**src/rtl/seg_xlate_pkg.sv**
```systemverilog
package seg_xlate_pkg;

    localparam int SEG_ADDR_W = 32;
    localparam int SEG_FLD_W  = 2;

    typedef logic [SEG_ADDR_W-1:0] seg_addr_t;

    typedef enum logic [SEG_FLD_W-1:0] {
        FLD_BASE = 2'd0,
        FLD_LOW  = 2'd1,
        FLD_HIGH = 2'd2,
        FLD_NONE = 2'd3
    } seg_field_e;

    typedef struct packed {
        seg_addr_t base;
        seg_addr_t low;
        seg_addr_t high;
    } seg_entry_t;

    typedef struct packed {
        logic      valid;
        logic      fault;
        seg_addr_t paddr;
    } seg_rsp_t;

    // Lower limit inclusive, upper limit exclusive, unsigned compare
    function automatic logic seg_in_window(seg_entry_t e, seg_addr_t off);
        return (off >= e.low) && (off < e.high);
    endfunction

endpackage

```
**src/rtl/seg_bank.sv**
```systemverilog
module seg_bank
    import seg_xlate_pkg::*;
#(
    parameter int NUM_SEG = 4,
    localparam int SEL_W  = (NUM_SEG > 1) ? $clog2(NUM_SEG) : 1
) (
    input  logic                 clk,
    input  logic                 rst,
    input  logic                 wr_en,
    input  logic [SEL_W-1:0]     wr_sel,
    input  logic [SEG_FLD_W-1:0] wr_field,
    input  seg_addr_t            wr_data,
    input  logic [SEL_W-1:0]     rd_sel,
    output seg_entry_t           rd_entry
);

    seg_entry_t bank [NUM_SEG];

    for (genvar g = 0; g < NUM_SEG; g++) begin : g_seg
        seg_entry_t ent_q;
        logic       hit;

        assign hit = wr_en && (wr_sel == SEL_W'(g));

        always_ff @(posedge clk) begin
            if (rst) begin
                ent_q <= '0;
            end else if (hit) begin
                case (seg_field_e'(wr_field))
                    FLD_BASE: ent_q.base <= wr_data;
                    FLD_LOW:  ent_q.low  <= wr_data;
                    FLD_HIGH: ent_q.high <= wr_data;
                    default:  ent_q      <= ent_q;
                endcase
            end
        end

        assign bank[g] = ent_q;
    end

    // Read returns the stored value, so a same-cycle write is not yet visible
    assign rd_entry = bank[rd_sel];

endmodule

```
**src/rtl/seg_limit_add.sv**
```systemverilog
module seg_limit_add
    import seg_xlate_pkg::*;
(
    input  seg_entry_t entry,
    input  seg_addr_t  offset,
    output logic       in_range,
    output seg_addr_t  sum
);

    assign in_range = seg_in_window(entry, offset);
    assign sum      = entry.base + offset;

endmodule

```
**src/rtl/seg_xlate.sv**
```systemverilog
module seg_xlate
    import seg_xlate_pkg::*;
#(
    parameter int NUM_SEG = 4,
    localparam int SEL_W  = (NUM_SEG > 1) ? $clog2(NUM_SEG) : 1
) (
    input  logic                  clk,
    input  logic                  rst,
    input  logic                  wr_en,
    input  logic [SEL_W-1:0]      wr_sel,
    input  logic [SEG_FLD_W-1:0]  wr_field,
    input  logic [SEG_ADDR_W-1:0] wr_data,
    input  logic                  req_valid,
    input  logic [SEL_W-1:0]      req_sel,
    input  logic [SEG_ADDR_W-1:0] req_addr,
    output logic                  rsp_valid,
    output logic [SEG_ADDR_W-1:0] rsp_paddr,
    output logic                  rsp_fault
);

    seg_entry_t sel_entry;
    logic       ok;
    seg_addr_t  sum;
    seg_rsp_t   rsp_d, rsp_q;

    seg_bank #(.NUM_SEG(NUM_SEG)) bank_i (
        .clk      (clk),
        .rst      (rst),
        .wr_en    (wr_en),
        .wr_sel   (wr_sel),
        .wr_field (wr_field),
        .wr_data  (wr_data),
        .rd_sel   (req_sel),
        .rd_entry (sel_entry)
    );

    seg_limit_add calc_i (
        .entry    (sel_entry),
        .offset   (req_addr),
        .in_range (ok),
        .sum      (sum)
    );

    always_comb begin
        rsp_d       = '0;
        rsp_d.valid = req_valid;
        if (req_valid) begin
            rsp_d.fault = !ok;
            rsp_d.paddr = ok ? sum : '0;
        end
    end

    always_ff @(posedge clk) begin
        if (rst) rsp_q <= '0;
        else     rsp_q <= rsp_d;
    end

    assign rsp_valid = rsp_q.valid;
    assign rsp_fault = rsp_q.fault;
    assign rsp_paddr = rsp_q.paddr;

endmodule

```
**config.mk**
```make
export PLATFORM = sky130hd
export DESIGN_NAME = seg_xlate
export DESIGN_NICKNAME = d
export VERILOG_FILES = /design/src/rtl/seg_xlate_pkg.sv /design/src/rtl/seg_bank.sv /design/src/rtl/seg_limit_add.sv /design/src/rtl/seg_xlate.sv
export SDC_FILE = /design/constraint.sdc
export NUM_CORES = 1
export LEC_CHECK = 0
export ABC_AREA = 1
export BUFFER_PORTS_ARGS = -buffer_cell sky130_fd_sc_hd__buf_2
export CAP_MARGIN = 40
export CORE_MARGIN = 2
export CORE_UTILIZATION = 60
export DETAILED_ROUTE_END_ITERATION = 6
export GPL_TIMING_DRIVEN = 0
export PLACE_DENSITY = 0.86
export REMOVE_ABC_BUFFERS = 1
export SETUP_SLACK_MARGIN = 0.15
export SYNTH_ARGS = -nofsm -noshare
export SYNTH_HDL_FRONTEND = slang
export SYNTH_SLANG_ARGS = --single-unit
```
**constraint.sdc**
```tcl
create_clock -name clk -period 4.01 [get_ports clk]
set_input_delay 0.802 -clock clk [delete_from_list [all_inputs] [get_ports clk]]
set_output_delay 0.802 -clock clk [all_outputs]
set_load 0.05 [all_outputs]
```
-- Word-level counts from Yosys, hierarchy flattened
Cells that the tools add are included.
- add/sub/neg operators: 1
- equal/unequal tests: 5
- mux-type cells: 3
- order comparisons: 3
- bitwise logic cells: 3
- reductions and logical operators: 22
- operators by type and width (cell ; count):
    96-bit binary-select mux with 2-bit select ; 1
    96-bit two-way mux ; 2
    32-bit adder ; 1
    32-bit >= comparator ; 1
    32-bit < comparator ; 1
    2-bit AND reduction ; 12
    2-bit equality test, second input constant ; 3
    1-bit logical AND ; 5
    2-bit by 1-bit equality test with 1-bit output, second input constant ; 2
    2-bit zero test ; 2
    3-bit >= comparator, second input constant ; 1
    2-bit inverter with 3-bit output ; 1
    3-bit OR reduction ; 1
    1-bit inverter ; 2
    2-bit OR reduction ; 1
    1-bit zero test ; 1
- bits of input ports: 74
- output and inout port bits: 34
- flip-flop bits (word level): 418
- logic and storage cells: 52

-- Longest topological paths before layout
- depth in word-level cells: 8
- depth in mapped cells: 21
- mapped depth without buffers: 18

-- Hierarchy
From an unflattened synthesis, not the netlist that was laid out.
- cell total of the unflattened synthesis: 3477
- area, all modules: 22213.8 um2
- modules (own cells, without submodules) (module ; cells an instance ; instances ; area each (um2) ; seq. area each (um2)):
    seg_bank ; 2717 ; 1 ; 17466.8 ; 7687.4
    seg_limit_add ; 654 ; 1 ; 3683.5 ; 0.0
    seg_xlate ; 106 ; 1 ; 1063.5 ; 680.7

-- Least setup slack after synthesis
Ideal clock, no wire load.
- path type: input -> register
- start: input req_sel[0]
- end: register rsp_q (netlist bit rsp_paddr[26])
- cell stages on the path: 21
- path buffers: 4
- arrival time: 3297 ps
- data required time: 3899 ps
- slack: 602 ps
- library setup time: 111 ps
- cells stage by stage: buf_4 clkbuf_1 buf_2 buf_2 o21ai_0 o22ai_1 ha_1 inv_1 fa_1 o21ai_1 a21boi_1 inv_1 nand3_1 nand2_1 nand2_1 inv_1 nor2_1 nand2_1 nand2_1 inv_1 nor2_1
- cells in the longest elaborated chain, start to end: 8
- elaborated cells on any way between the ends: 10
- those cells by class: 1 x add/sub; 2 x order compare; 3 x mux; 2 x bitwise; 2 x reduce/logical
- ends and longest elaborated chain (element ; RTL line ; text):
    start, declared ; seg_xlate.sv:14 ; input logic [SEL_W-1:0] req_sel,
    2-bit inverter with 3-bit output (not written as such) * ; seg_bank.sv:42 ; assign rd_entry = bank[rd_sel];
    96-bit binary-select mux with 2-bit select * ; seg_bank.sv:42 ;
    96-bit two-way mux (not written as such) * (2 in a row) ; seg_bank.sv:42 ;
    32-bit >= comparator or 32-bit < comparator (tied branches) ; seg_xlate_pkg.sv:29 ; return (off >= e.low) && (off < e.high);
    1-bit logical AND ; seg_xlate_pkg.sv:29 ;
    1-bit inverter (no line) ; n/a ;
    3-bit OR reduction (no line) ; n/a ;
    end signal, assigned ; seg_xlate.sv:55 ; else rsp_q <= rsp_d;
    end, declared ; seg_xlate.sv:24 ; seg_rsp_t rsp_d, rsp_q;
Mark *: on every way between the ends. The rest lies on a longest branch, timed or not. The select of a mux whose other input is x is not followed.
A chain may end at the register's enable or synchronous reset.

-- Worst setup path in the final report
- start: input req_sel[0]
- end: register rsp_q (netlist bit rsp_paddr[25])
The elaborated chain is that of the path after synthesis.

==> impl_metrics.yaml <==
final_layout:
  antenna_cells: 0
  final.fill_count: 2637
  drive_gt1_share_pct: 8.99
  layout_commonest_cell: "nand2_1"
  mostFrequentLayoutCells: "1039 x nand2_1, 510 x a21oi_1, 418 x dfxtp_1"
  syn_to_final_growth_pct: 13.8
  fin_nets: 3009
setup_path:
  end_kind: "flip-flop"
  cp-endpoint: "rsp_paddr[25]"
  r2r_cells: 16
  startpoint: "req_sel[0]"
  r2r-start: "bank_i.bank[160]"
  cp-start-kind: "primary input"
  crit_type: "in2reg"
  ff2ff_setup_slack_ps: 1140
  cp_max_fo: 85
  reg2reg_to: "rsp_paddr[26]"
  cp.arrival_ps: 4200
  critPathRequiredTime_ps: 4440
die:
  core_um2: 33400
  dieHeight_um: 187
  die_area_um2: 35100
  ios: 108
  initial_utilization_pct: 60.5
  die_w_um: 187
  placementRows: 67
sta:
  final-hold-violation-count: 0
  holdWs_ps: 457
  setup_viol: 0
  period_needed_ps: 3780
  skew_ps: 15.1
  worst_pin_slew_ps: 959
  slew_headroom_pct: 36.0
  rsz0062_at_grt: "false"
  final.period_utilization_pct: 94.2
  fmax_mhz: 265
  slew_violations: 0
  setup_tns_ps: 0
global_routing:
  grt_pass1_vias: 19809
  grt_use_total_pct: 35.4
  grt_pass1_wl_um: 102000
  antenna_found_initial: 0
  grt_max_degree: 165
  overflow: 0
drt:
  ant_nets: 0
  via_per_inst: 6.24
  routed_wl_um: 64900
  vias: 20721
  routedWlPerCell_um: 19.6
  first_pass_iters: 6
  drc_errors: 0
  drt_iter0_markers: 2254
placed_design:
  portBuffers: 107
  hpwlAfterDp_um: 41100
  gp_congestion: 0.948
pwr:
  ir_worst_vdd_mv: 0.431
  powerDensity_nw_per_um2: 414
  power_uw: 9500
  power_leakage_uw: 0.00832
yosys:
  synth_seq_cells: 418
  synthTopCellsByArea: "dfxtp_1 41%, nand2_1 19%, a21oi_1 13%, ha_1 5.8%, clkbuf_1 3.4%"
  ys_seq_area_share_pct: 41.5
  synth_ff_type: "dfxtp_1"
  async_flop_share_pct: 0
  yosysUniqueCellTypes: 41
  synth_edf_count: 0
  synth_warnings: 0
  avgSynthCellArea_um2: 7.04
  synth_top_cell_by_area: "dfxtp_1"
  yosysTopAreaCellShare_pct: 41.5
  syn_area_um2: 20200
  synthCells: 2867
clock_tree:
  cts_buffer_depth: 3
  cts_sinks: 418
  cts_tree: "done"
  clk_pin_slew_ps: 60
  ctsHtreeMaxLevel: 2
  cts-buffers-inserted: 44
  cts_root_buffer: "clkbuf_16"
  clk_latency_ps: 540
job:
  max_cap_viol_count: 0
hold_path:
  hp-class: "reg2reg"
status:
  status: "completed"
## cell type report
cell class	instances	area, um^2	area share [%]
Clock inverter	12	87.6	0.381
Timing Repair Buffer	143	1520	6.62
Clock buffer	65	1300	5.67
Timing Repair inverter	1	8.76	0.0381
Sequential cell	418	8370	36.4
Multi-Input combinational cell	2134	10700	46.6
Inverter	98	410	1.79
Tap cell	448	561	2.44
## stage by stage
step	instance area [um^2]	setup slack (ps)	util (%)	std cells
2_1_floorplan	19300	-174	-	2649
3_3_place_gp	20400	-4880	61.1	3204
3_5_place_dp	21300	-1550	63.9	3233
4_1_cts	22900	174	68.6	3317
5_1_grt	23000	134	68.8	3319
6_report	23000	232	68.8	3319
## cells in the mapped netlist (2+ instances only)
master and number:
nor2_2 20, o22ai_1 31, clkbuf_1 182, inv_2 2, o221ai_1 3, nor4_1 5, o2111ai_1 2, ha_1 94
buf_1 4, o21a_1 6, a32o_1 62, nor3_1 7, nand2_1 1039, o21bai_1 3, inv_1 95, o211ai_1 5
nor2_1 145, a21o_1 7, a211oi_1 7, a21oi_1 511, a21boi_0 2, o21ai_1 2, xnor2_1 9, dfxtp_1 418
nand3_1 23, nand4_1 43, buf_2 28, buf_6 3, xor2_1 12, o21ai_0 86
## report_power, final
part           leakage, uW  internal [uW]  switching (uW)
sequential         0.00338           4220            28.0
combinational      0.00426            396             882
clock             0.000692           2300            1670
## registers in the layout, indices dropped and copies added (netlist names)
name         count
bank_i.bank    384
rsp_fault        1
rsp_paddr       32
rsp_valid        1
## worst max-delay path, cell delays in order
cell	delay, ps
buf_12	180
buf_16	240
inv_16	200
buf_16	260
nand2_1	90
a32o_1	240
ha_1	300
nand2_1	70
nor2_1	210
nand4_1	210
nor3_2	290
nand4_1	200
nand3_2	200
nand4_4	100
buf_12	190
nor2_1	230
## worst min path at each step
stage	to	from	slack, ps	cells after the start
3_3_place_gp	bank_i.bank[273]	bank_i.bank[273]	440	2
5_1_grt	bank_i.bank[273]	bank_i.bank[273]	470	2
6_report	bank_i.bank[275]	bank_i.bank[275]	460	2
4_1_cts	bank_i.bank[273]	bank_i.bank[273]	460	2
2_1_floorplan	bank_i.bank[128]	bank_i.bank[128]	430	2
3_5_place_dp	bank_i.bank[175]	bank_i.bank[175]	450	2
## cell families (layout without fill, tap and decap cells)
logic type	count (synthesis)	in the layout	share of synthesized area, %
DFF	418	418	41.5
AOI/OAI and AO/OA	732	732	20.4
xor gates and xnor gates	21	21	0.912
and+or+nand+nor	1285	1286	25.1
adders and majority gates	95	95	5.93
buffers and inverters	316	319	6.19
## routing by layer
metal	up-vias	global-route usage, %	routed length [um]
li1	9464	-	-
met4	0	17.9	3250
met3	293	5.63	7270
met5	-	0	0
met1	9558	46.0	24900
met2	1406	57.2	29500
## timing repair
item                                    CTS  global route
pin swaps                                 2             0
endpoints found under the setup margin   33            33
gates cloned                              4             2
hold buffers                              0             0
setup buffers                             3             0
gates resized for setup                  11             6
Note: power is estimated with default switching activity, not from simulation.
